File: src/rtl/nfc_regs_pkg.sv
package nfc_regs_pkg;

    localparam int WORD_W  = 32;
    localparam int NUM_EV  = 6;
    localparam int CFG_W   = 4;
    localparam int TIM_W   = 26;
    localparam logic [WORD_W-1:0] GUARD_KEY = 32'h0000_A25E;
    localparam logic [7:0] RESET_OP = 8'hFF;

    // word indices
    localparam int RG_CMD  = 0;
    localparam int RG_ADR  = 1;
    localparam int RG_CFG  = 2;
    localparam int RG_TIM  = 3;
    localparam int RG_MASK = 4;
    localparam int RG_STAT = 5;
    localparam int RG_RAW  = 6;
    localparam int RG_KEY  = 7;
    localparam int RG_CE   = 8;

    // event bit positions (shared by mask and status)
    localparam int EV_WP   = 0;
    localparam int EV_ECC  = 1;
    localparam int EV_DERR = 2;
    localparam int EV_DFAIL= 3;
    localparam int EV_CTL  = 4;
    localparam int EV_NAND = 5;

    typedef struct packed {
        logic [CFG_W-1:0]  cfg;
        logic [TIM_W-1:0]  tim;
        logic [NUM_EV-1:0] mask;
        logic              ce;
        logic              dec_ok;
        logic              dec_err;
        logic [1:0]        dec_cnt;
        logic              dec_fail;
        logic              rst_stb;
        logic              cmd_stb;
        logic              adr_stb;
        logic [7:0]        code;
    } front_t;

endpackage

File: src/rtl/nfc_key_lock.sv
module nfc_key_lock #(
    parameter int KEY_W = 32,
    parameter logic [KEY_W-1:0] KEY = KEY_W'(32'h0000_A25E)
) (
    input  logic             clk_i,
    input  logic             rst_ni,
    input  logic             key_wr_i,
    input  logic [KEY_W-1:0] key_data_i,
    input  logic             prot_wr_i,
    output logic             open_o,
    output logic             accept_o
);

    logic open_d, open_q;

    always_comb begin
        open_d = open_q;
        if (key_wr_i) begin
            open_d = (key_data_i == KEY);
        end else if (prot_wr_i && open_q) begin
            open_d = 1'b0;
        end
    end

    always_ff @(posedge clk_i or negedge rst_ni) begin
        if (!rst_ni) open_q <= 1'b0;
        else         open_q <= open_d;
    end

    assign open_o   = open_q;
    assign accept_o = prot_wr_i && open_q;

endmodule

File: src/rtl/nfc_rise_det.sv
module nfc_rise_det #(
    parameter int N = 2
) (
    input  logic         clk_i,
    input  logic         rst_ni,
    input  logic [N-1:0] lvl_i,
    output logic [N-1:0] rise_o
);

    for (genvar i = 0; i < N; i++) begin : g_bit
        logic prev_d, prev_q;

        always_comb prev_d = lvl_i[i];

        always_ff @(posedge clk_i or negedge rst_ni) begin
            if (!rst_ni) prev_q <= 1'b0;
            else         prev_q <= prev_d;
        end

        assign rise_o[i] = lvl_i[i] && !prev_q;
    end

endmodule

File: src/rtl/nfc_event_latch.sv
module nfc_event_latch #(
    parameter int N = 6
) (
    input  logic         clk_i,
    input  logic         rst_ni,
    input  logic [N-1:0] ev_i,
    input  logic         clr_i,
    input  logic [N-1:0] mask_i,
    output logic [N-1:0] stat_o,
    output logic         irq_o
);

    logic [N-1:0] stat_d, stat_q;

    always_comb begin
        stat_d = stat_q;
        if (clr_i) stat_d = '0;
        // set wins over clear so a coincident event survives
        stat_d = stat_d | ev_i;
    end

    always_ff @(posedge clk_i or negedge rst_ni) begin
        if (!rst_ni) stat_q <= '0;
        else         stat_q <= stat_d;
    end

    assign stat_o = stat_q;
    assign irq_o  = |(stat_q & mask_i);

endmodule

File: src/rtl/nfc_reg_front.sv
module nfc_reg_front
    import nfc_regs_pkg::*;
#(
    parameter int ADDR_W = 4
) (
    input  logic              clk_i,
    input  logic              rst_ni,
    input  logic              bus_we_i,
    input  logic              bus_re_i,
    input  logic [ADDR_W-1:0] bus_addr_i,
    input  logic [31:0]       bus_wdata_i,
    output logic [31:0]       bus_rdata_o,
    input  logic              sq_nand_rdy_i,
    input  logic              sq_ctl_rdy_i,
    input  logic              sq_dec_done_i,
    input  logic              sq_dec_err_i,
    input  logic              sq_dec_fail_i,
    input  logic [1:0]        sq_dec_cnt_i,
    input  logic              sq_wp_fault_i,
    output logic              irq_o,
    output logic              seq_rst_o,
    output logic              seq_cmd_stb_o,
    output logic              seq_adr_stb_o,
    output logic [7:0]        seq_code_o,
    output logic              cfg_bus16_o,
    output logic              cfg_longadr_o,
    output logic              cfg_bigblk_o,
    output logic              cfg_wprot_o,
    output logic [3:0]        tm_wr_lo_o,
    output logic [3:0]        tm_wr_hi_o,
    output logic [3:0]        tm_rd_lo_o,
    output logic [3:0]        tm_rd_hi_o,
    output logic [2:0]        tm_turn_o,
    output logic [4:0]        tm_busy_o,
    output logic [1:0]        tm_cea_o,
    output logic              ce_auto_o
);

    localparam logic [ADDR_W-1:0] A_CMD  = ADDR_W'(RG_CMD);
    localparam logic [ADDR_W-1:0] A_ADR  = ADDR_W'(RG_ADR);
    localparam logic [ADDR_W-1:0] A_CFG  = ADDR_W'(RG_CFG);
    localparam logic [ADDR_W-1:0] A_TIM  = ADDR_W'(RG_TIM);
    localparam logic [ADDR_W-1:0] A_MASK = ADDR_W'(RG_MASK);
    localparam logic [ADDR_W-1:0] A_STAT = ADDR_W'(RG_STAT);
    localparam logic [ADDR_W-1:0] A_RAW  = ADDR_W'(RG_RAW);
    localparam logic [ADDR_W-1:0] A_KEY  = ADDR_W'(RG_KEY);
    localparam logic [ADDR_W-1:0] A_CE   = ADDR_W'(RG_CE);

    front_t r_d, r_q;

    logic key_open, prot_ok, prot_wr, key_wr, stat_clr, rst_cmd;
    logic [1:0] rdy_lvl, rdy_rise;
    logic [NUM_EV-1:0] ev_vec, ev_mask, ev_stat;

    assign key_wr  = bus_we_i && (bus_addr_i == A_KEY);
    assign prot_wr = bus_we_i && ((bus_addr_i == A_CFG) || (bus_addr_i == A_TIM));
    assign rst_cmd = bus_we_i && (bus_addr_i == A_CMD) && (bus_wdata_i[7:0] == RESET_OP);

    nfc_key_lock #(
        .KEY_W (WORD_W),
        .KEY   (GUARD_KEY)
    ) lock_i (
        .clk_i      (clk_i),
        .rst_ni     (rst_ni),
        .key_wr_i   (key_wr),
        .key_data_i (bus_wdata_i),
        .prot_wr_i  (prot_wr),
        .open_o     (key_open),
        .accept_o   (prot_ok)
    );

    assign rdy_lvl = {sq_nand_rdy_i, sq_ctl_rdy_i};

    nfc_rise_det #(.N(2)) rise_i (
        .clk_i  (clk_i),
        .rst_ni (rst_ni),
        .lvl_i  (rdy_lvl),
        .rise_o (rdy_rise)
    );

    always_comb begin
        ev_vec           = '0;
        ev_vec[EV_WP]    = sq_wp_fault_i;
        ev_vec[EV_ECC]   = sq_dec_done_i;
        ev_vec[EV_DERR]  = sq_dec_done_i && sq_dec_err_i;
        ev_vec[EV_DFAIL] = sq_dec_done_i && sq_dec_fail_i;
        ev_vec[EV_CTL]   = rdy_rise[0];
        ev_vec[EV_NAND]  = rdy_rise[1];
    end

    assign stat_clr = (bus_re_i && (bus_addr_i == A_STAT)) || rst_cmd;
    assign ev_mask  = r_q.mask;

    nfc_event_latch #(.N(NUM_EV)) evl_i (
        .clk_i  (clk_i),
        .rst_ni (rst_ni),
        .ev_i   (ev_vec),
        .clr_i  (stat_clr),
        .mask_i (ev_mask),
        .stat_o (ev_stat),
        .irq_o  (irq_o)
    );

    // next-state for the register file
    always_comb begin
        r_d         = r_q;
        r_d.rst_stb = 1'b0;
        r_d.cmd_stb = 1'b0;
        r_d.adr_stb = 1'b0;

        if (bus_we_i) begin
            case (bus_addr_i)
                A_CMD: begin
                    r_d.code = bus_wdata_i[7:0];
                    if (bus_wdata_i[7:0] == RESET_OP) r_d.rst_stb = 1'b1;
                    else                              r_d.cmd_stb = 1'b1;
                end
                A_ADR: begin
                    r_d.code    = bus_wdata_i[7:0];
                    r_d.adr_stb = 1'b1;
                end
                A_CFG:  if (prot_ok) r_d.cfg = bus_wdata_i[CFG_W-1:0];
                A_TIM:  if (prot_ok) r_d.tim = bus_wdata_i[TIM_W-1:0];
                A_MASK: r_d.mask = bus_wdata_i[NUM_EV-1:0];
                A_CE:   r_d.ce   = bus_wdata_i[0];
                default: ;
            endcase
        end

        if (rst_cmd) begin
            r_d.dec_ok   = 1'b0;
            r_d.dec_err  = 1'b0;
            r_d.dec_cnt  = '0;
            r_d.dec_fail = 1'b0;
        end
        if (sq_dec_done_i) begin
            r_d.dec_ok   = 1'b1;
            r_d.dec_err  = sq_dec_err_i;
            r_d.dec_cnt  = sq_dec_cnt_i;
            r_d.dec_fail = sq_dec_fail_i;
        end
    end

    always_ff @(posedge clk_i or negedge rst_ni) begin
        if (!rst_ni) r_q <= '0;
        else         r_q <= r_d;
    end

    // read path
    always_comb begin
        bus_rdata_o = '0;
        if (bus_re_i) begin
            case (bus_addr_i)
                A_CFG:  bus_rdata_o = 32'(r_q.cfg);
                A_TIM:  bus_rdata_o = 32'(r_q.tim);
                A_MASK: bus_rdata_o = 32'(r_q.mask);
                A_STAT: bus_rdata_o = 32'(ev_stat);
                A_RAW:  bus_rdata_o = 32'({r_q.dec_fail, r_q.dec_cnt, r_q.dec_err,
                                           r_q.dec_ok, sq_ctl_rdy_i, sq_nand_rdy_i});
                A_KEY:  bus_rdata_o = 32'(key_open);
                A_CE:   bus_rdata_o = 32'(r_q.ce);
                default: bus_rdata_o = '0;
            endcase
        end
    end

    assign seq_rst_o     = r_q.rst_stb;
    assign seq_cmd_stb_o = r_q.cmd_stb;
    assign seq_adr_stb_o = r_q.adr_stb;
    assign seq_code_o    = r_q.code;
    assign cfg_bus16_o   = r_q.cfg[0];
    assign cfg_longadr_o = r_q.cfg[1];
    assign cfg_bigblk_o  = r_q.cfg[2];
    assign cfg_wprot_o   = r_q.cfg[3];
    assign tm_wr_lo_o    = r_q.tim[3:0];
    assign tm_wr_hi_o    = r_q.tim[7:4];
    assign tm_rd_lo_o    = r_q.tim[11:8];
    assign tm_rd_hi_o    = r_q.tim[15:12];
    assign tm_turn_o     = r_q.tim[18:16];
    assign tm_busy_o     = r_q.tim[23:19];
    assign tm_cea_o      = r_q.tim[25:24];
    assign ce_auto_o     = r_q.ce;

endmodule

File: config.mk
export PLATFORM = sky130hd
export DESIGN_NAME = nfc_reg_front
export DESIGN_NICKNAME = d
export VERILOG_FILES = /design/src/rtl/nfc_regs_pkg.sv /design/src/rtl/nfc_key_lock.sv /design/src/rtl/nfc_rise_det.sv /design/src/rtl/nfc_event_latch.sv /design/src/rtl/nfc_reg_front.sv
export SDC_FILE = /design/constraint.sdc
export NUM_CORES = 1
export LEC_CHECK = 0
export ABC_AREA = 1
export BUFFER_PORTS_ARGS = -buffer_cell sky130_fd_sc_hd__clkbuf_2
export CORE_AREA = 2 2 86 88
export DETAILED_ROUTE_END_ITERATION = 8
export DIE_AREA = 0 0 88 90
export PLACE_DENSITY = 0.8
export SYNTH_ARGS = -nofsm -noshare
export SYNTH_HDL_FRONTEND = slang
export SYNTH_SLANG_ARGS = --single-unit
File: constraint.sdc
create_clock -name clk_i -period 1.2 [get_ports clk_i]
set_input_delay 0.12 -clock clk_i [delete_from_list [all_inputs] [get_ports clk_i]]
set_output_delay 0.12 -clock clk_i [all_outputs]
set_load 0.02 [all_outputs]
# Word level (Yosys, flattened, before mapping)
# Index checks and enable logic that the tools add are counted.
[word_totals]
reg_bits = 62
out_inout_bits = 75
in_bits = 48
word_cells = 65
[classes]
eq_ne = 10
bitwise_logic = 2
n_mux = 13
n_reduce_logical = 24
[op_table]
columns = ["cell", "n"]
rows = [
  ["$pmux W26 S7", 1],
  ["$eq A32 B16 Y1 const B", 1],
  ["$mux W32", 1],
  ["$eq A4 B3 Y1 const B", 4],
  ["$mux W11", 1],
  ["$logic_and A1 B1 Y1", 10],
  ["$mux W5", 2],
  ["$eq A4 B2 Y1 const B", 2],
  ["$eq A8 B8 Y1 const B", 1],
  ["$mux W8", 1],
  ["$and A6 B6 Y6", 1],
  ["$mux W6", 1],
  ["$or A6 B6 Y6", 1],
  ["$reduce_and A2 Y1", 3],
  ["$reduce_and A3 Y1", 2],
  ["$reduce_or A6 Y1", 1],
  ["$mux W1", 5],
  ["$eq A4 B1 Y1 const B", 1],
  ["$eq A4 B4 Y1 const B", 1],
  ["$logic_not A4 Y1", 1],
  ["$reduce_bool A2 Y1", 2],
  ["$logic_not A1 Y1", 2],
  ["$logic_or A1 B1 Y1", 2],
  ["$mux W2", 1],
  ["$reduce_or A2 Y1", 1],
]

# Longest topological paths before layout
[logic_depth]
depth_word = 6
depth_mapped = 7
ltp_nobuf = 7

# Cells and area by module
# Synthesis repeated with hierarchy kept, for this count alone.
[hier_totals]
hier_cells = 437
area_unflattened_um2 = 3544.6
[by_module_without_submodules]
columns = ["module", "cells_each", "seq_area_each_um2", "area_per_inst_um2", "instances"]
rows = [
  ["nfc_reg_front", 363, 1326.3, 3030.4, 1],
  ["nfc_event_latch", 30, 150.1, 262.8, 1],
  ["nfc_key_lock", 38, 25.0, 181.4, 1],
  ["nfc_rise_det", 6, 50.0, 70.1, 1],
]

# Worst setup path after synthesis
# Ideal clock, no wire load.
[synth_timing]
path_kind = "reg2out"
start = "register r_q (netlist bit cfg_bus16_o)"
end = "output bus_rdata_o[0]"
required_ns = 1.080
setup_slack_ns = 0.073
path_stages_with_launch = 5
path_buffers = 0
arrival_ns = 1.007
cell_sequence = "dfrtp_1 -> inv_1 -> nor2_1 -> nor2_1 -> a21oi_1"
[synth_via]
elab_chain_cells = 2
[synth_lines]
columns = ["item", "line_no", "rtl"]
rows = [
  ["start, declared", "nfc_reg_front.sv:49", "front_t r_d, r_q;"],
  ["start signal, assigned", "nfc_reg_front.sv:146", "else r_q <= r_d;"],
  ["$pmux W26 S7", "nfc_reg_front.sv:153", "case (bus_addr_i)"],
  ["$mux W32", "nfc_reg_front.sv:152", "if (bus_re_i) begin"],
  ["end, declared", "nfc_reg_front.sv:12", "output logic [31:0] bus_rdata_o,"],
]
# Every way passes these cells.

# Final worst setup path
[layout_timing]
start = "register r_q (netlist bit ev_mask[4])"
end = "output irq_o"
[layout_via]
elab_chain_cells = 2
[layout_lines]
columns = ["item", "line_no", "rtl"]
rows = [
  ["$and A6 B6 Y6", "nfc_event_latch.sv:28", "assign irq_o = |(stat_q & mask_i);"],
  ["$reduce_or A6 Y1", "nfc_event_latch.sv:28", ""],
  ["end, declared", "nfc_reg_front.sv:20", "output logic irq_o,"],
]
# Every way passes these cells.

==> parameters.txt <==
Parameter                              Value

Yosys
  Top-area cell type share of the netlist area    47.04%
  Count of unique library cells instantiated by Yosys    21
  Yosys warnings    0
  Dominant cell type by area after synthesis    sky130_fd_sc_hd__dfrtp_1
  Instance count of the mapped netlist    between 400 and 500
  Flip-flop and latch count after synthesis    62
  Cell types with the largest area share after synthesis    sky130_fd_sc_hd__dfrtp_1 47%, sky130_fd_sc_hd__nand2_1 11%, sky130_fd_sc_hd__buf_4 9.8%
  Synth Cell Area    about 3300 um2
  Mean instance size in the synthesized netlist    7.816 um2
  Share of the yosys chip area belonging to registers    47.04%

Layout
  Number of diodes    0
  Filler-free cell count of the finished design    663
  Nets@finish    between 600 and 700
  Leading cell type in the layout, fill and taps excluded    sky130_fd_sc_hd__clkbuf_2
  Post-synthesis to final-layout area growth    48.37%
  Commonest non-fill, non-tap cells in the layout    85 x sky130_fd_sc_hd__clkbuf_2, 82 x sky130_fd_sc_hd__nand2_1, 62 x sky130_fd_sc_hd__dfrtp_1
  Share of final-layout standard cells stronger than drive strength 1    48.23%

CTS
  Number of sinks on the clock net    62
  CTS tree    yes
  Count of H-tree levels built during CTS    3
  Clock transition at the registers of the reported paths    around 80 ps
  Clock Tree Buf Depth    2
  Clock network latency to the later pin of the worst-skew pair    330 ps
  Number of buffers inserted during clock tree synthesis    9
  Clk Tree Root Cell    sky130_fd_sc_hd__clkbuf_8

Placement
  Count of port buffers added during placement    116
  DP Wirelength    6.262 mm
  Placed Instances    612
  Placer congestion estimate    between 0.9 and 1

Detailed routing
  Wire length on met2    5.192 mm
  DRT antenna net count    0
  Met1 Routed Length    4.098 mm
  Routed wl met3    639 um
  Drt via density    around 5
  DRC errors left    0
  Number of optimization iterations in the first detailed-route pass    4
  Highest metal layer with signal wires    met4
  Total Routed Length    ~10 mm
  Vias after detailed routing    3305
  1st-iter DRT viols    158
  Mean routed wirelength per cell    15.60 um

Setup path
  Logic depth of the worst register-to-register path    7
  Startpoint of the worst-slack reg-to-reg timing path    lock_i.open_o
  Register-to-register path setup slack    -140 ps
  Kind of end point of the critical path    output pin
  Crit-path slowest cell    sky130_fd_sc_hd__dfrtp_1
  Critical register-to-register path endpoint    tm_turn_o[2]
  Type of the worst setup path    flop to output pin
  Startpoint types    flop
  CP max stage delay    410 ps
  WP data required    1080 ps
  Critical path fanouts, max    2
  Worst EP arrival    1360 ps
  Cells traversed along the worst timing path    a22o_1, a21oi_2, nand2_1, clkbuf_8

Timing
  Final slew viol count    0
  Period utilization    123.1%
  Setup repair after global routing missed its margin    yes
  Min cycle time layout    between 1000 and 1500 ps
  Minimum setup slack in the final design    -277.0 ps
  Maximum clock skew at final layout    approximately 9.5 ps
  Setup-failing EPs final    37
  Final Hold Viols    0
  Max Clk Rate    677.0 MHz

Status
  Violations in the final reports    setup timing
  Result of the run    complete, but fails checks

Die
  Die boundary height    90 um
  I/O pin count    ~120
  Cell row count    31
  Placeable Area    between 7000 and 8000 um2
  Starting density of the core    between 40% and 50%
  Die width    roughly 88 um
  Die Area    7920 um2

GRT
  GRT Overall Usage    a little under a quarter
  Number of global-route vias before repair    3042
  Antenna violations before repair    0
  Largest net degree at the start of global routing    63
  First-pass GRT wire length    14.02 mm
  Final global-route overflow total    0

Run
  Total of max-cap violations    0

Power and ir drop
  Power after layout    0.005263 W
  Power density over cell area    1076 nW/um2
  Highest ir drop seen on vdd    581.7 uV
  Standby leakage power    2.559 nW

Hold path
  Hold path startpoint    sq_dec_err_i
  Terminating pin of the worst hold path    evl_i.stat_o[2]
  Number of cells on the worst hold path    3
  Tightest Hold Check Type    input pin to flop
worst max-delay path, delay by kind of cell (launching register included):
| kind | cells | cell delay (ps) |
|---|---|---|
| DFF | 1 | 410 |
| and+or+nand+nor | 1 | 90 |
| buffers and inverters | 1 | 160 |
| AOI/OAI and AO/OA | 2 | 370 |
cells by family (layout without fill, tap and decap cells):
logic type | count (synthesis) | after routing | share of synthesized area, %
other | 1 | 6 | 0.1137
buffers and inverters | 95 | 231 | 16.50
and+or+nand+nor | 209 | 210 | 27.09
DFF | 62 | 62 | 47.04
AOI/OAI and AO/OA | 55 | 55 | 9.256
area by class of cell:
cell class | count | area [um2]
fillers | 515 | 2127
well taps | 99 | 123.9
multi-input cells | 271 | 1584
clock buffers | 9 | 123.9
flip-flops and latches | 62 | 1551
inverters | 46 | 175.2
clock inverters | 7 | 97.59
repair buffers | 169 | 1237
state kept, by name (all words and copies together), names as in the netlist, 3 cells and up:
name and count:
seq_code_o 8, tm_wr_lo_o 4, ev_mask 6, r_q 5, tm_wr_hi_o 4, tm_rd_lo_o 4
evl_i.stat_o 6, tm_rd_hi_o 4, tm_turn_o 3, tm_busy_o 5
power by group:
part	switching [W]	internal, W
clock	0.000874	0.00118
combinational	0.000517	0.000385
sequential	0.0000978	0.00221
total	0.00149	0.00377
stage by stage:
stage                     worst slack [ps]  instance area (um2)  utilization [%]  TNS [ps]  hold WS (ps)
final                               -277.0                 4893            69.70     -4013         21.49
after global routing                -337.1                 4893            69.70     -6364         15.81
after CTS                           -245.6                 4315            61.47     -1297         7.104
after detailed placement            -125.0                 3830            54.55     -1994         166.6
after global placement              -45.57                 3830            54.55    -625.7         158.6
after floorplan                      72.75                 3317                -         0        -175.6
worst max path at each step:
stage / start / endpoint / slack [ps] / cells after the start
2_1_floorplan: cfg_bus16_o / bus_rdata_o[0] / 70 / 4
3_3_place_gp: bus_addr_i[1] / bus_rdata_o[1] / -50 / 8
3_5_place_dp: bus_addr_i[1] / bus_rdata_o[1] / -130 / 8
4_1_cts: ev_mask[4] / irq_o / -250 / 4
5_1_grt: bus_addr_i[3] / bus_rdata_o[1] / -340 / 9
6_report: ev_mask[4] / irq_o / -280 / 4
what timing repair did:
item                                    CTS  global route
pin swaps                                11            17
gates cloned                              1             6
endpoints found under the setup margin   27            43
hold buffers                              7             0
resized for setup                        23           149
hold endpoints to repair                 68             0
buffers inserted                         13             8
synthesized netlist by cell type (all sizes together):
cell type  instances
nand2            102
or2                2
nor3               2
dfrtp             62
o21ai             34
buf               49
nand3             27
a21oi             19
nand4              2
inv               46
a22o               2
nor2              74
conb               1
metal layers:
layer	GRT usage [%]	vias up
li1	-	1550
met3	4.591	37
met4	13.97	0
met1	28.15	1553
met2	36.17	165
met5	0	-
(Power assumes the default switching activity.)
